--- config.mk ---
export PLATFORM = sky130hd
export DESIGN_NAME = tdm_blk_mux
export DESIGN_NICKNAME = d
export VERILOG_FILES = /design/src/rtl/tbm_pkg.sv /design/src/rtl/tbm_src_collect.sv /design/src/rtl/tbm_xfer_ring.sv /design/src/rtl/tbm_serializer.sv /design/src/rtl/tdm_blk_mux.sv
export SDC_FILE = /design/constraint.sdc
export NUM_CORES = 1
export LEC_CHECK = 0
export CORE_UTILIZATION = 60
export CTS_CLUSTER_DIAMETER = 100
export CTS_CLUSTER_SIZE = 40
export DETAILED_ROUTE_END_ITERATION = 7
export PLACE_DENSITY = 0.76
export SYNTH_ARGS = -nofsm -noshare
export SYNTH_HDL_FRONTEND = slang
export SYNTH_HIERARCHICAL = 1
export SYNTH_SLANG_ARGS = --single-unit
--- constraint.sdc ---
create_clock -name clk -period 7.73 [get_ports clk]
set_input_delay 1.546 -clock clk [delete_from_list [all_inputs] [get_ports clk]]
set_output_delay 1.546 -clock clk [all_outputs]
set_load 0.1 [all_outputs]
--- src/rtl/tbm_pkg.sv ---
package tbm_pkg;
    localparam int BLK_W = 32;
    localparam int LBL_W = 2;
    localparam int WORD_W = LBL_W + BLK_W;
    localparam logic [LBL_W-1:0] AUX_LBL = '1;

    typedef struct packed {
        logic [LBL_W-1:0] lbl;
        logic [BLK_W-1:0] data;
    } blk_t;
endpackage

--- src/rtl/tbm_src_collect.sv ---
module tbm_src_collect
    import tbm_pkg::*;
(
    input  logic             clk,
    input  logic             rst,
    input  logic             bit_i,
    input  logic             stb_i,
    input  logic             take_i,
    output logic             pend_o,
    output logic [BLK_W-1:0] data_o,
    output logic             ovf_evt_o
);
    localparam int CW = $clog2(BLK_W);

    logic [1:0][BLK_W-1:0] buf_q;
    logic                  act_q;
    logic                  pend_q;
    logic [CW-1:0]         cnt_q;
    logic                  last;

    assign last      = stb_i && (cnt_q == CW'(BLK_W - 1));
    assign ovf_evt_o = last && pend_q && !take_i;
    assign pend_o    = pend_q;
    assign data_o    = buf_q[~act_q];

    always_ff @(posedge clk) begin
        if (rst) begin
            buf_q  <= '0;
            act_q  <= 1'b0;
            pend_q <= 1'b0;
            cnt_q  <= '0;
        end else begin
            if (take_i)
                pend_q <= 1'b0;
            if (stb_i) begin
                buf_q[act_q] <= {buf_q[act_q][BLK_W-2:0], bit_i};
                if (last) begin
                    cnt_q <= '0;
                    if (!ovf_evt_o) begin
                        act_q  <= ~act_q;
                        pend_q <= 1'b1;
                    end
                end else begin
                    cnt_q <= cnt_q + 1'b1;
                end
            end
        end
    end
endmodule

--- src/rtl/tbm_xfer_ring.sv ---
module tbm_xfer_ring
    import tbm_pkg::*;
#(
    parameter int NSRC  = 3,
    parameter int DEPTH = 4
) (
    input  logic                           clk,
    input  logic                           rst,
    input  logic [NSRC-1:0]                pend_i,
    input  logic [NSRC-1:0][BLK_W-1:0]     data_i,
    input  logic                           pop_i,
    output logic [NSRC-1:0]                take_o,
    output blk_t                           head_o,
    output logic                           empty_o,
    output logic [$clog2(DEPTH+1)-1:0]     cnt_o
);
    localparam int PW = (DEPTH > 1) ? $clog2(DEPTH) : 1;
    localparam int CW = $clog2(DEPTH + 1);
    localparam int IW = (NSRC > 1) ? $clog2(NSRC) : 1;

    blk_t          ring_q [DEPTH];
    logic [PW-1:0] wr_q, rd_q;
    logic [CW-1:0] cnt_q;
    logic [IW-1:0] win;
    logic          push, room;

    assign room = (cnt_q != CW'(DEPTH));

    always_comb begin
        take_o = '0;
        win    = '0;
        for (int i = NSRC - 1; i >= 0; i--) begin
            if (pend_i[i]) win = IW'(i);
        end
        if (room && (|pend_i)) take_o[win] = 1'b1;
    end

    assign push    = |take_o;
    assign empty_o = (cnt_q == '0);
    assign head_o  = ring_q[rd_q];
    assign cnt_o   = cnt_q;

    always_ff @(posedge clk) begin
        if (push)
            ring_q[wr_q] <= '{lbl: LBL_W'(win), data: data_i[win]};
    end

    always_ff @(posedge clk) begin
        if (rst) begin
            wr_q  <= '0;
            rd_q  <= '0;
            cnt_q <= '0;
        end else begin
            if (push)
                wr_q <= (wr_q == PW'(DEPTH - 1)) ? '0 : wr_q + 1'b1;
            if (pop_i)
                rd_q <= (rd_q == PW'(DEPTH - 1)) ? '0 : rd_q + 1'b1;
            case ({push, pop_i})
                2'b10:   cnt_q <= cnt_q + 1'b1;
                2'b01:   cnt_q <= cnt_q - 1'b1;
                default: cnt_q <= cnt_q;
            endcase
        end
    end
endmodule

--- src/rtl/tbm_serializer.sv ---
module tbm_serializer
    import tbm_pkg::*;
#(
    parameter int               SYNC_EVERY = 20,
    parameter logic [BLK_W-1:0] SYNC_WORD  = 32'h1ACF_FC1D,
    parameter logic [BLK_W-1:0] AUX_WORD   = 32'hA5A5_0F0F
) (
    input  logic clk,
    input  logic rst,
    input  logic out_en,
    input  blk_t head_i,
    input  logic empty_i,
    output logic pop_o,
    output logic ser_o
);
    localparam int BCW = $clog2(WORD_W);
    localparam int SCW = (SYNC_EVERY > 1) ? $clog2(SYNC_EVERY) : 1;

    logic [WORD_W-1:0] sh_q, word;
    logic [BCW-1:0]    bcnt_q;
    logic [SCW-1:0]    slot_q;
    logic              start, sync_slot;

    assign start     = out_en && (bcnt_q == '0);
    assign sync_slot = (slot_q == SCW'(SYNC_EVERY - 1));
    assign pop_o     = start && !sync_slot && !empty_i;

    always_comb begin
        if (sync_slot)
            word = {AUX_LBL, SYNC_WORD};
        else if (empty_i)
            word = {AUX_LBL, AUX_WORD};
        else
            word = head_i;
    end

    always_ff @(posedge clk) begin
        if (rst) begin
            sh_q   <= '0;
            bcnt_q <= '0;
            slot_q <= '0;
            ser_o  <= 1'b0;
        end else if (start) begin
            ser_o  <= word[WORD_W-1];
            sh_q   <= {word[WORD_W-2:0], 1'b0};
            bcnt_q <= BCW'(1);
            slot_q <= sync_slot ? '0 : slot_q + 1'b1;
        end else if (out_en) begin
            ser_o  <= sh_q[WORD_W-1];
            sh_q   <= {sh_q[WORD_W-2:0], 1'b0};
            bcnt_q <= (bcnt_q == BCW'(WORD_W - 1)) ? '0 : bcnt_q + 1'b1;
        end
    end
endmodule

--- src/rtl/tdm_blk_mux.sv ---
module tdm_blk_mux
    import tbm_pkg::*;
#(
    parameter int               NSRC       = 3,
    parameter int               NOUT       = 4,
    parameter int               SYNC_EVERY = 20,
    parameter logic [BLK_W-1:0] SYNC_WORD  = 32'h1ACF_FC1D,
    parameter logic [BLK_W-1:0] AUX_WORD   = 32'hA5A5_0F0F
) (
    input  logic            clk,
    input  logic            rst,
    input  logic [NSRC-1:0] src_bit,
    input  logic [NSRC-1:0] src_stb,
    input  logic            out_en,
    input  logic            ovf_clr,
    output logic            ser_out,
    output logic [NSRC-1:0] ovf
);
    localparam int RCW = $clog2(NOUT + 1);

    logic [NSRC-1:0]            pend, take, ovf_evt;
    logic [NSRC-1:0][BLK_W-1:0] sdata;
    logic [RCW-1:0]             ring_cnt;
    blk_t                       head;
    logic                       empty, pop;

    for (genvar g = 0; g < NSRC; g++) begin : g_src
        tbm_src_collect u_col (
            .clk      (clk),
            .rst      (rst),
            .bit_i    (src_bit[g]),
            .stb_i    (src_stb[g]),
            .take_i   (take[g]),
            .pend_o   (pend[g]),
            .data_o   (sdata[g]),
            .ovf_evt_o(ovf_evt[g])
        );
    end

    tbm_xfer_ring #(.NSRC(NSRC), .DEPTH(NOUT)) u_ring (
        .clk    (clk),
        .rst    (rst),
        .pend_i (pend),
        .data_i (sdata),
        .pop_i  (pop),
        .take_o (take),
        .head_o (head),
        .empty_o(empty),
        .cnt_o  (ring_cnt)
    );

    tbm_serializer #(
        .SYNC_EVERY(SYNC_EVERY),
        .SYNC_WORD (SYNC_WORD),
        .AUX_WORD  (AUX_WORD)
    ) u_ser (
        .clk    (clk),
        .rst    (rst),
        .out_en (out_en),
        .head_i (head),
        .empty_i(empty),
        .pop_o  (pop),
        .ser_o  (ser_out)
    );

    always_ff @(posedge clk) begin
        if (rst || ovf_clr)
            ovf <= '0;
        else
            ovf <= ovf | ovf_evt;
    end
endmodule

* Yosys cells after proc, flatten, opt, wreduce, memory -nomap -nowiden
Memory sizes are Yosys's and may differ from the RTL's. A register that Yosys moved wholly into a read port is not among the register bits. Cells that the tools add are included.
Storage, ports and cells: bits in latches 0, memories kept 1, output and inout port bits 4, input port bits 10, memory bits (read-only) 0, flip-flop bits (word level) 268, word-level logic and storage cells 156, bits in writable memories 136
Cells by class: bitwise operators 7, shift-type cells 0, divide/modulo/power cells 0, multiplexer cells 61, eq/ne operators 10, add/sub/neg operators 9, multiply operators 0, magnitude comparators 11, reduce and logical (&&, ||, !) cells 33
Memories:
- u_ring.ring_q | depth 4, bits a word 34, read ports 1, clocked after memory_dff 1, wr ports 1, line tbm_xfer_ring.sv:21 | blk_t ring_q [DEPTH];
Operators by type and width (number):
- 32-bit 2-to-1 mux | 10
- 64-bit bitwise mux | 3
- 31-bit 2-to-1 mux | 6
- 34-bit 2-to-1 mux | 4
- 32-bit demux with 1-bit select | 3
- 32-bit binary-select mux with 2-bit select | 1
- 5-bit by 1-bit adder with 5-bit output, second input constant | 4
- 5-bit equality test, second input constant | 4
- 5-bit 2-to-1 mux | 4
- 1-bit 2-to-1 mux | 19
- 1-bit logical AND | 17
- 2-bit 2-to-1 mux | 7
- 1-bit by 2-bit less-than comparator with 1-bit output, second input constant | 6
- 3-bit AND reduction | 3
- 6-bit by 1-bit adder with 6-bit output, second input constant | 1
- 2-bit equality test, second input constant | 3
- 6-bit equality test, second input constant | 1
- 6-bit zero test | 1
- 6-bit 2-to-1 mux | 1
- 1-bit NOT | 6
- 3-bit one-hot mux with 2 select lines | 1
- 3-bit OR reduction | 2
- 1-bit zero test | 5
- 2-bit by 1-bit adder with 2-bit output, second input constant | 2
- other kinds (14) | 17

* Depth between registers and ports, before layout
depth after elaboration 13, gate-level depth with buffers 10, depth with buffers taken out 10

* By module
Netlist, hierarchy kept.
Modules (own cells, without submodules):
- tbm_src_collect | sequential area each 1421.4 um^2, times used 3, cells an instance 354, area each 2972.9 um^2
- tbm_xfer_ring | sequential area each 4264.1 um^2, times used 1, cells an instance 346, area each 6124.6 um^2
- tbm_serializer | sequential area each 900.9 um^2, times used 1, cells an instance 298, area each 2484.9 um^2
- tdm_blk_mux | sequential area each 60.1 um^2, times used 1, cells an instance 9, area each 86.3 um^2

* Worst setup path after synthesis
Ideal clock, no wire load.
path kind in2reg, start input out_en, end register u_ring.cnt_q[2] (netlist: u_ring/cnt_o[2]), cell stages on the path 9, required time 7.660 ns, setup slack 4.136 ns, library setup time 0.070 ns, buffers on the path 1, data arrival time 3.523 ns, path through buf_2 -> nand3b_1 -> nor4_1 -> ha_1 -> inv_1 -> fa_1 -> xor2_1 -> or3_1 -> a21oi_1
Between the ends: cells in the longest elaborated chain, start to end 5, elaborated cells between the ends (all ways) 7, those cells by class 2 x eq/ne; 1 x mux; 4 x reduce/logical
RTL lines:
- from (decl) | line tdm_blk_mux.sv:14 | input logic out_en,
- 1-bit logical AND * | line tbm_serializer.sv:24 | assign start = out_en && (bcnt_q == '0);
- 1-bit logical AND * (2 in series) | line tbm_serializer.sv:26 | assign pop_o = start && !sync_slot && !empty_i;
- net pop | line tdm_blk_mux.sv:25 | logic empty, pop;
- 2-bit by 1-bit equality test with 1-bit output or 2-bit equality test (tied branches) | line tbm_xfer_ring.sv:58 | case ({push, pop_i})
- 3-bit one-hot mux with 2 select lines or 2-bit nonzero test (tied branches)
- to (signal assigned) | line tbm_xfer_ring.sv:59 | 2'b10: cnt_q <= cnt_q + 1'b1;
- to (signal assigned) | line tbm_xfer_ring.sv:60 | 2'b01: cnt_q <= cnt_q - 1'b1;
- to (signal assigned) | line tbm_xfer_ring.sv:61 | default: cnt_q <= cnt_q;
- to (decl) | line tbm_xfer_ring.sv:23 | logic [CW-1:0] cnt_q;
Mark *: on every way through the listed nets, which the timed path passes. The rest lies on a longest branch. A chain may end at the register's enable or synchronous reset.

* Worst setup path after layout
Same ends and word-level chain as after synthesis.

==> metrics.txt <==
Fill cells 2294; Setup Skew 24.6 ps; CTS tree built; M3 GR Usage 2.02%; Synth Area per Inst 10.3 µm²; WL/cell 18.4 µm; htree depth 1; I/O pins 14; largest net degree at the start of global routing 217; Final min period 4210 ps; FFs w/ async S/R, synth 0%; Most Crowded Layer GR met2; Crit Path Category input pin to register; via count of the first global-routing pass 11200; Vias/cell 5.92; MaxCap Viol Count 0; worst skew pair latency 520 ps; Die ar. 30000 µm²; Worst Hold End g_src[2].u_col/buf_q[59]; Max FO, Critical Path 67; fmax 0.238 GHz; Post-synth top flop dfxtp_1; layout cells sized above 1 12.4%; buffers added on ports 13; mapped cell area 17600 µm²; RSZ-0062 raised after global routing no; R2R Setup Slk 4430 ps; Tcrit/Tclk final 54.4%; worst slew pin tran 1210 ps; Clk network pwr share 29.9%; Hold Path Stages 2; Num CTS Buffers 14; Starting Density 61.2%; switch share 21.6%; status completed; arrival time worst endpoint 4650 ps; Reg clk slew, reported paths 140 ps; Die Width 173 µm; Root Buffer clkbuf_16; Reg2Reg Depth 8; maximum vdd drop 0.128 mV; core area 28800 µm²; total congestion overflow 0; DP HPWL 23300 µm; DRT iter0 DRCs 1275; Fin. Hold Viols 0; RR Endpoint u_ring/cnt_o[2]; Slew Limit Fails 0; remaining antenna violation count 0; Worst Hold Launch g_src[2].u_col/buf_q[58]; cts hold-fix bufs 0; Startpoint Class input pin; GRT met2 Usage 40.3%; Via Count 12000; post-detailed-route DRC marker count 0; CP endpoint kind register; die height 173 µm; library cells used by synthesis 51; Post-Route Utilization 62.9%; post_cts resized 0; first-pass iteration count of the detailed router 6; Static Leakage 5.82 nW; met1 GRT Util 34.9%; GP Congestion 0.821; net count after synthesis 1742; sequential power share 66.5%; row cnt 62; setup_tns 0 ps; Setup Buffers After CTS 0; Tightest Hold Check Type register to register; Gate power share 3.7%; worst r2r src u_ser/bcnt_q[2]; share of the yosys chip area belonging to registers 53.9%; Slew headroom 19.5%; Clock Path Buffers 3; Yosys warning total 6; final wirelength 37200 µm; CP Data Required Time 8180 ps; initial antenna violation count 0; final setup fails 0; total power 3.34 mW; GRT Util Overall 24.4%; nets 1661; area grow syn2layout 2.72%; Cell Pwr Density 185 nW/µm²; first-pass GRT wire length 59400 µm; Psw 723 µW; CTS sink count 406; Final Hold Slack 464 ps; Synth Instances 1715; #FFs+latches synth 406; internal power 2.62 mW; Post-synth EDFFs 136; Ant. Diodes 0
==> how the worst max path moves through the flow <==
stage,depth (start not counted),from,slack (ps),to
after floorplan,9,out_en,4140,u_ring/cnt_o[2]
after detailed placement,9,out_en,2990,u_ring/cnt_o[2]
after global placement,9,out_en,3170,u_ring/cnt_o[2]
after CTS,9,out_en,3540,u_ring/cnt_o[2]
after global routing,9,out_en,3230,u_ring/cnt_o[2]
final,9,out_en,3520,u_ring/cnt_o[2]
==> metal layers <==
metal  part of all wire [%]  wire length [µm]
met1                     46             16900
met2                     48             17700
met3                    4.6              1700
met4                    2.2               811
met5                      0                 0
==> layout make-up <==
type | instances | area [µm²] | area share, %
clock inverters | 4 | 40.0 | 0.221
inverters | 12 | 45.0 | 0.249
multi-input cells | 1166 | 7350 | 40.6
flip-flops and latches | 406 | 9490 | 52.5
repair buffers | 34 | 299 | 1.65
clock buffers | 19 | 390 | 2.16
well taps | 384 | 480 | 2.66
==> state kept, by name, summed over array words and instances (netlist names), named ones only <==
signal	cells
g_src.u_col/buf_q	192
u_ring/ring_q	136
u_ser/sh_q	33
g_src.u_col/cnt_q	15
u_ser/bcnt_q	6
u_ser/slot_q	5
g_src.u_col/act_q	3
g_src.u_col/pend_o	3
ovf	3
u_ring/cnt_o	3
u_ring/rd_q	2
u_ring/wr_q	2
u_ser/ser_o	1
==> metrics by stage <==
stage                     std cells  setup WS [ps]  instance area [µm²]
after CTS                      2025           3540                18100
after detailed placement       2002           2990                17700
final                          2025           3520                18100
after floorplan                1715           4140                17600
after global placement         2002           3170                17700
after global routing           2025           3230                18100
==> power by group through the flow <==
stage | registers [mW] | clock network (mW) | logic (mW)
3_5_place_dp | 2.27 | 0 | 0.122
5_1_grt | 2.22 | 1.09 | 0.134
4_1_cts | 2.22 | 1.02 | 0.122
2_1_floorplan | 2.27 | 0 | 0.0921
3_3_place_gp | 2.27 | 0 | 0.119
6_report | 2.22 | 0.997 | 0.123
==> synth_stat cells (9+ instances only) <==
cell type | n | share of area (%)
buf_4 | 16 | 0.68
mux4_2 | 34 | 4.3
nor2_1 | 81 | 1.7
ha_1 | 16 | 1.1
inv_1 | 12 | 0.26
buf_6 | 21 | 1.3
nand3b_1 | 15 | 0.64
edfxtp_1 | 136 | 23
buf_2 | 38 | 1.1
o21ai_0 | 23 | 0.65
nand2_1 | 409 | 8.7
mux2i_1 | 41 | 2.3
nand4_1 | 9 | 0.32
a21oi_1 | 230 | 6.5
mux2_2 | 96 | 6.1
o2111ai_1 | 20 | 0.99
nor2b_1 | 35 | 1.2
nand2b_1 | 24 | 0.85
nand3_1 | 13 | 0.37
a21oi_2 | 18 | 0.90
o221ai_1 | 19 | 0.94
o311a_1 | 9 | 0.51
clkbuf_1 | 52 | 1.1
nor3_1 | 9 | 0.26
dfxtp_1 | 270 | 31
==> kinds of logic after synthesis <==
family / synth area share, %
adder cells (fa/ha/maj): 1.25
multiplexers: 12.8
buffers and inverters: 4.55
flip-flops: 53.9
AO/OA/AOI/OAI: 11.3
XOR/XNOR: 0.199
AND/OR/NAND/NOR: 16.0
==> worst max-delay path, stage by stage <==
cell	delay, ps
buf_2	730
nand3b_1	330
nor4_1	610
ha_1	310
inv_1	70
fa_1	400
xor2_1	180
or3_1	320
a21oi_1	140
==> cells in the final DEF, fill, tap and decap left out, drive strengths merged, types with 7 or more instances in the layout <==
master,synthesis,layout
o311a,9,9
o21ai,23,23
edfxtp,136,136
buf,79,22
nand3b,15,15
mux2i,41,41
nand2,412,412
nand2b,24,24
inv,12,15
mux4,34,34
nand3,13,13
o221ai,19,19
clkdlybuf4s50,0,11
nor2,82,82
ha,16,16
mux2,96,96
or3,7,7
clkbuf,52,20
nand4,9,9
nor2b,35,35
dfxtp,270,270
o2111ai,20,20
and3,7,7
nor3,9,9
a21oi,248,248
Note: power is estimated with default switching activity, not from simulation.
